[src/rtl/tlb_pkg.sv]
// Shared types for the software-managed translation buffer.
// Assumes 32-bit register images; descriptor fields fill bits 29:0.
package tlb_pkg;
    localparam int unsigned VPN_W    = 19;
    localparam int unsigned ASID_W   = 8;
    localparam int unsigned PFN_W    = 24;
    localparam int unsigned CATTR_W  = 3;
    localparam int unsigned MASK_W   = 12;
    localparam int unsigned MASK_LSB = 13;
    localparam int unsigned DESC_TOP = 6 + PFN_W;

    typedef enum logic [1:0] {
        CMD_PROBE  = 2'd0,
        CMD_READ   = 2'd1,
        CMD_WR_IDX = 2'd2,
        CMD_WR_RND = 2'd3
    } tlb_cmd_e;

    typedef struct packed {
        logic [PFN_W-1:0]   pfn;
        logic [CATTR_W-1:0] cattr;
        logic               dirty;
        logic               valid;
    } page_desc_t;

    typedef struct packed {
        logic [VPN_W-1:0]  vpn;
        logic [ASID_W-1:0] asid;
        logic              glob;
        logic [MASK_W-1:0] mask;
        page_desc_t        even;
        page_desc_t        odd;
    } tlb_entry_t;

    // Extract descriptor fields from a register image.
    function automatic page_desc_t desc_unpack(input logic [31:0] img);
        page_desc_t d;
        d.valid = img[1];
        d.dirty = img[2];
        d.cattr = img[5:3];
        d.pfn   = img[DESC_TOP-1:6];
        return d;
    endfunction

    // Rebuild a register image from descriptor fields; bit 0 reads zero.
    function automatic logic [31:0] desc_pack(input page_desc_t d);
        logic [31:0] img;
        img = '0;
        img[1] = d.valid;
        img[2] = d.dirty;
        img[5:3] = d.cattr;
        img[DESC_TOP-1:6] = d.pfn;
        return img;
    endfunction
endpackage

[src/rtl/tlb_entry_store.sv]
// Entry storage: one write port, one combinational read port, and all
// entries exposed flat for the parallel probe. Assumes wr_idx < ENTRIES.
module tlb_entry_store
    import tlb_pkg::*;
#(
    parameter int unsigned ENTRIES = 16,
    parameter int unsigned IDX_W   = 4
) (
    input  logic                     clk,
    input  logic                     rst_n,
    input  logic                     wr_en,
    input  logic [IDX_W-1:0]         wr_idx,
    input  tlb_entry_t               wr_data,
    input  logic [IDX_W-1:0]         rd_idx,
    output tlb_entry_t               rd_data,
    output tlb_entry_t [ENTRIES-1:0] entries_o
);
    tlb_entry_t [ENTRIES-1:0] mem_q;

    for (genvar g = 0; g < ENTRIES; g++) begin : g_slot
        // Clear on reset, load when this slot is addressed by a write.
        always_ff @(posedge clk) begin
            if (!rst_n) begin
                mem_q[g] <= '0;
            end else if (wr_en && (wr_idx == IDX_W'(g))) begin
                mem_q[g] <= wr_data;
            end
        end
    end

    // Indexed read selection.
    always_comb begin
        rd_data = mem_q[rd_idx];
    end

    assign entries_o = mem_q;
endmodule

[src/rtl/tlb_probe_match.sv]
// Parallel tag compare across every entry followed by a lowest-index
// priority encoder. Purely combinational; valid flags are not consulted.
module tlb_probe_match
    import tlb_pkg::*;
#(
    parameter int unsigned ENTRIES = 16,
    parameter int unsigned IDX_W   = 4
) (
    input  tlb_entry_t [ENTRIES-1:0] entries_i,
    input  logic [VPN_W-1:0]         vpn_i,
    input  logic [ASID_W-1:0]        asid_i,
    output logic                     hit_o,
    output logic [IDX_W-1:0]         hit_idx_o
);
    logic [ENTRIES-1:0] match;

    for (genvar g = 0; g < ENTRIES; g++) begin : g_cmp
        assign match[g] = (entries_i[g].vpn == vpn_i) &&
                          (entries_i[g].glob || (entries_i[g].asid == asid_i));
    end

    // Pick the lowest-numbered matching entry.
    always_comb begin
        hit_o     = |match;
        hit_idx_o = '0;
        for (int i = ENTRIES - 1; i >= 0; i--) begin
            if (match[i]) hit_idx_o = IDX_W'(i);
        end
    end
endmodule

[src/rtl/tlb_sw_managed.sv]
// Software-managed translation buffer top. Decodes one command per cycle,
// writes entries, and registers probe and read results for one cycle.
// Assumes at most one command per strobe and rnd_slot < ENTRIES.
module tlb_sw_managed
    import tlb_pkg::*;
#(
    parameter int unsigned ENTRIES = 16
) (
    input  logic        clk,
    input  logic        rst_n,
    input  logic        cmd_valid,
    input  logic [1:0]  cmd_op,
    input  logic [31:0] slot_in,
    input  logic [31:0] tag_in,
    input  logic [31:0] even_in,
    input  logic [31:0] odd_in,
    input  logic [31:0] size_in,
    input  logic [3:0]  rnd_slot,
    output logic        slot_upd,
    output logic [31:0] slot_out,
    output logic        regs_upd,
    output logic [31:0] tag_out,
    output logic [31:0] even_out,
    output logic [31:0] odd_out,
    output logic [31:0] size_out
);
    localparam int unsigned IDX_W = (ENTRIES > 1) ? $clog2(ENTRIES) : 1;
    localparam int unsigned GAP_W = 32 - VPN_W - ASID_W;

    tlb_cmd_e                 cmd;
    logic                     do_probe, do_read, do_write;
    logic [IDX_W-1:0]         wr_idx;
    tlb_entry_t               wr_data, rd_data;
    tlb_entry_t [ENTRIES-1:0] all_entries;
    logic                     hit;
    logic [IDX_W-1:0]         hit_idx;
    logic                     unused_pins;

    // Command decode.
    always_comb begin
        cmd      = tlb_cmd_e'(cmd_op);
        do_probe = cmd_valid && (cmd == CMD_PROBE);
        do_read  = cmd_valid && (cmd == CMD_READ);
        do_write = cmd_valid && ((cmd == CMD_WR_IDX) || (cmd == CMD_WR_RND));
        wr_idx   = (cmd == CMD_WR_RND) ? IDX_W'(rnd_slot) : slot_in[IDX_W-1:0];
    end

    // Assemble the entry to store from the register images.
    always_comb begin
        wr_data.vpn  = tag_in[31 -: VPN_W];
        wr_data.asid = tag_in[ASID_W-1:0];
        wr_data.glob = even_in[0] & odd_in[0];
        wr_data.mask = size_in[MASK_LSB +: MASK_W];
        wr_data.even = desc_unpack(even_in);
        wr_data.odd  = desc_unpack(odd_in);
    end

    assign unused_pins = ^{tag_in[31-VPN_W:ASID_W], even_in[31:DESC_TOP],
                           odd_in[31:DESC_TOP], size_in[31:MASK_LSB+MASK_W],
                           size_in[MASK_LSB-1:0]};

    tlb_entry_store #(.ENTRIES(ENTRIES), .IDX_W(IDX_W)) u_store (
        .clk       (clk),
        .rst_n     (rst_n),
        .wr_en     (do_write),
        .wr_idx    (wr_idx),
        .wr_data   (wr_data),
        .rd_idx    (slot_in[IDX_W-1:0]),
        .rd_data   (rd_data),
        .entries_o (all_entries)
    );

    tlb_probe_match #(.ENTRIES(ENTRIES), .IDX_W(IDX_W)) u_probe (
        .entries_i (all_entries),
        .vpn_i     (tag_in[31 -: VPN_W]),
        .asid_i    (tag_in[ASID_W-1:0]),
        .hit_o     (hit),
        .hit_idx_o (hit_idx)
    );

    // Register probe result: entry number on hit, slot image with bit 31 on miss.
    always_ff @(posedge clk) begin
        if (!rst_n) begin
            slot_upd <= 1'b0;
            slot_out <= '0;
        end else begin
            slot_upd <= do_probe;
            if (do_probe) begin
                slot_out <= hit ? 32'(hit_idx) : (slot_in | 32'h8000_0000);
            end
        end
    end

    // Register read result: rebuild the four register images.
    always_ff @(posedge clk) begin
        if (!rst_n) begin
            regs_upd <= 1'b0;
            tag_out  <= '0;
            even_out <= '0;
            odd_out  <= '0;
            size_out <= '0;
        end else begin
            regs_upd <= do_read;
            if (do_read) begin
                tag_out  <= {rd_data.vpn, {GAP_W{1'b0}}, rd_data.asid};
                even_out <= desc_pack(rd_data.even);
                odd_out  <= desc_pack(rd_data.odd);
                size_out <= 32'(rd_data.mask) << MASK_LSB;
            end
        end
    end
endmodule

[config.mk]
export PLATFORM = sky130hd
export DESIGN_NAME = tlb_sw_managed
export DESIGN_NICKNAME = d
export VERILOG_FILES = /design/src/rtl/tlb_pkg.sv /design/src/rtl/tlb_entry_store.sv /design/src/rtl/tlb_probe_match.sv /design/src/rtl/tlb_sw_managed.sv
export SDC_FILE = /design/constraint.sdc
export NUM_CORES = 2
export LEC_CHECK = 0
export BUFFER_PORTS_ARGS = -buffer_cell sky130_fd_sc_hd__buf_2
export CAP_MARGIN = 40
export CORE_MARGIN = 5
export CORE_UTILIZATION = 30
export DETAILED_ROUTE_END_ITERATION = 6
export PLACE_DENSITY = 0.48
export REMOVE_ABC_BUFFERS = 1
export SYNTH_ARGS = -nofsm -noshare
export SYNTH_HDL_FRONTEND = slang
export SYNTH_HIERARCHICAL = 1
export SYNTH_SLANG_ARGS = --single-unit
[constraint.sdc]
create_clock -name clk -period 2.75 [get_ports clk]
set_input_delay 0 -clock clk [delete_from_list [all_inputs] [get_ports clk]]
set_output_delay 0 -clock clk [all_outputs]
set_load 0.05 [all_outputs]
==> flow_summary.json <==
{
  "layout-drive-gt1-share_pct": 16.83,
  "pwr-share-comb_pct": 11.4,
  "gp_congestion": 0.8693,
  "cp-start-kind": "flop",
  "rr_worst_depth": 12,
  "die_h_um": 543.0,
  "period_share_pct": 98.71,
  "rsz0062_at_grt": "true",
  "fin_setup_tns_ns": 0,
  "setup-violations-final": 0,
  "worst_pin_slew_ns": 0.8248,
  "crit_path_end_kind": "flop",
  "num_rows": 195,
  "portBuffers": 269,
  "worstSkewPairLatency_ns": 0.87,
  "drv_slew": 0,
  "fin_skew_ns": 0.07390,
  "hold_path_class": "in -> reg",
  "clock-sinks": 1699,
  "htreeDepth": 4,
  "critPathBufInv": 1,
  "drc": 1,
  "multi_input_area_um2": 45620,
  "p_switching_w": 0.01587,
  "core_area_um2": 282500,
  "slowest_delay_ns": 0.40,
  "cts-root-buf": "clkbuf_16",
  "path_common_cell": "a21oi_2",
  "r2r_start": "u_store/entries_o[1459]",
  "power_w": 0.05861,
  "io_pins": 331,
  "fin_nets": 9508,
  "ir_drop_mv": 0.5263,
  "final-instance-count-excl-fill": 13234,
  "hold_violations": 0,
  "overflow": 0,
  "cp_max_fo": 3,
  "wl_um": 322700,
  "cts_buffer_depth": 4,
  "wire_per_inst_um": 24.38,
  "die_area_um2": 294800,
  "syn-cell-area_um2": 85220,
  "antenna_found_initial": 29,
  "p_per_area_nw_per_um2": 584.2,
  "leakagePower_nw": 33.16,
  "initialDrtViolationCount": 7027,
  "cts_buffers": 205,
  "fillers": 28492,
  "clk_pin_slew_ns": 0.06,
  "grt_pass1_wl_um": 487500,
  "max_freq_mhz": 368.4,
  "vias": 75334,
  "grt_pass1_vias": 74342,
  "dp_hpwl_um": 188300,
  "cpMaxStageDelayCell": "or3_4",
  "critical_path_class": "reg -> reg",
  "worstReg2RegEnd": "slot_out[0]",
  "relSlewSlack_pct": 45.01,
  "rrSetupSlack_ns": 0.04,
  "fin_crit_ns": 2.715,
  "yosysWarnings": 6,
  "final_util_pct": 35.51,
  "cpLargestDelayFamily": "compound AO/OA/AOI/OAI gates",
  "firstDrtPassIters": 7,
  "avgSynthCellArea_um2": 9.001,
  "synth_cells": 9467,
  "vias_per_cell": 5.692,
  "seqPwrFrac_pct": 42.6,
  "tritoncts": "built",
  "seqCellArea_um2": 34030,
  "violations": "design-rule violations",
  "crit_start": "u_store/entries_o[1459]",
  "place_inst": 12710,
  "hold_end": "u_store/entries_o[49]",
  "grt_max_degree": 160,
  "max_cap_viol_count": 0,
  "switching_share_pct": 27.08,
  "status": "finished with violations",
  "grtUsageTotal_pct": 20.96,
  "worstPathRequired_ns": 3.50,
  "antenna_left": 0,
  "area_delta_synth_final_pct": 17.72,
  "die_width_um": 543.0,
  "initial_core_util_pct": 30.16,
  "arrival_ns": 3.46,
  "crit_cells": 12,
  "hp-start": "even_in[21]",
  "p_clk_share_pct": 46.0,
  "power.internal_w": 0.04274,
  "crit_path_cell_trace": "xor2_2 -> nor4_4 -> buf_4 -> nand4_1 -> or3_4 -> a21oi_2 -> o21ai_2 -> a21oi_2 -> o211ai_1 -> a22o_1 -> mux2i_1 -> a211oi_1",
  "min_path_cells": 4
}
[worst reg2reg max path: cells and delay by family (launching register included)]
family | cells | cell delay (ns)
multiplexers | 1 | 0.14
flip-flops | 1 | 0.34
buffers and inverters | 1 | 0.16
AND/OR/NAND/NOR | 3 | 0.85
XOR/XNOR | 1 | 0.16
AO/OA/AOI/OAI | 6 | 0.95
[power by group through the flow]
| stage | logic, W | clock network [W] | registers [W] |
|---|---|---|---|
| 3_5_place_dp | 0.00634 | 0 | 0.0255 |
| 2_1_floorplan | 0.00231 | 0 | 0.0255 |
| 5_1_grt | 0.00695 | 0.0286 | 0.0250 |
| 3_3_place_gp | 0.00632 | 0 | 0.0255 |
| 6_report | 0.00666 | 0.0270 | 0.0250 |
| 4_1_cts | 0.00658 | 0.0276 | 0.0250 |
[state kept, by name, summed over array words and instances, names as in the netlist]
register and cells:
u_store/entries_o 1568, slot_out 32, even_out 29, odd_out 29
tag_out 27, size_out 12, regs_upd 1, slot_upd 1
[timing repair]
action | 4_1_cts | 5_1_grt
gates cloned | 1 | 0
pin swaps | 15 | 20
setup buffers | 2 | 0
hold buffers | 165 | 0
setup endpoints to repair | 32 | 32
endpoints found under the hold margin | 1673 | 0
gates resized for setup | 24 | 49
[layer usage]
| metal | vias up | GRT usage (%) | routed length, um |
|---|---|---|---|
| li1 | 33993 | - | - |
| met1 | 37928 | 29.43 | 144200 |
| met2 | 2848 | 33.56 | 147400 |
| met3 | 549 | 3.165 | 22620 |
| met4 | 16 | 5.547 | 8410 |
| met5 | - | 0 | 87 |
[per-stage QoR]
stage | hold WS (ns) | worst slack (ns) | instance area, um2
after floorplan | 0.1387 | -11.18 | 79190
after global placement | 0.2739 | -0.4432 | 91640
after detailed placement | 0.2781 | -0.4228 | 91670
after CTS | 0.01096 | -0.03572 | 100000
after global routing | 0.07486 | -0.06369 | 100300
final | 0.07977 | 0.03549 | 100300
[how the worst max path moves through the flow]
stage                             end  slack [ns]
3_3_place_gp              slot_out[0]       -0.44
4_1_cts                   slot_out[1]       -0.04
6_report                  slot_out[0]        0.04
3_5_place_dp              slot_out[1]       -0.42
2_1_floorplan  u_store/entries_o[102]      -11.18
5_1_grt                   slot_out[1]       -0.06
[cell usage in the layout (no fill, tap or decap), types with 5 or more instances in the layout]
cell type and n:
dfxtp_2 11, nor3_1 6, nand4_1 20, diode_2 13, clkbuf_16 206, bufinv_16 6
inv_1 5, nor2_1 15, dlygate4sd3_1 162, nand3_1 1678, buf_12 180, o21ai_1 132
dfxtp_1 1688, nor4_2 18, xnor2_1 48, a21boi_1 215, a21oi_2 7, a21oi_1 40
a22oi_1 194, buf_4 359, xor2_1 373, o21ai_0 1534, nand3b_1 29, clkbuf_8 62
clkbuf_1 41, clkinv_2 22, buf_2 266, nor4_1 75, a21boi_0 1354, conb_1 31
mux4_2 388, nand2_1 225, xor2_2 11
[layout make-up]
cell class / instances / area share, %
clock inverter: 37 / 0.3904
antenna: 13 / 0.03243
multi-input combinational: 6452 / 45.48
clock buffer: 309 / 6.143
tap: 3743 / 4.669
timing repair buffer: 975 / 9.346
sequential: 1699 / 33.92
inverter: 6 / 0.02245
Power figures use the tool's default switching activity.
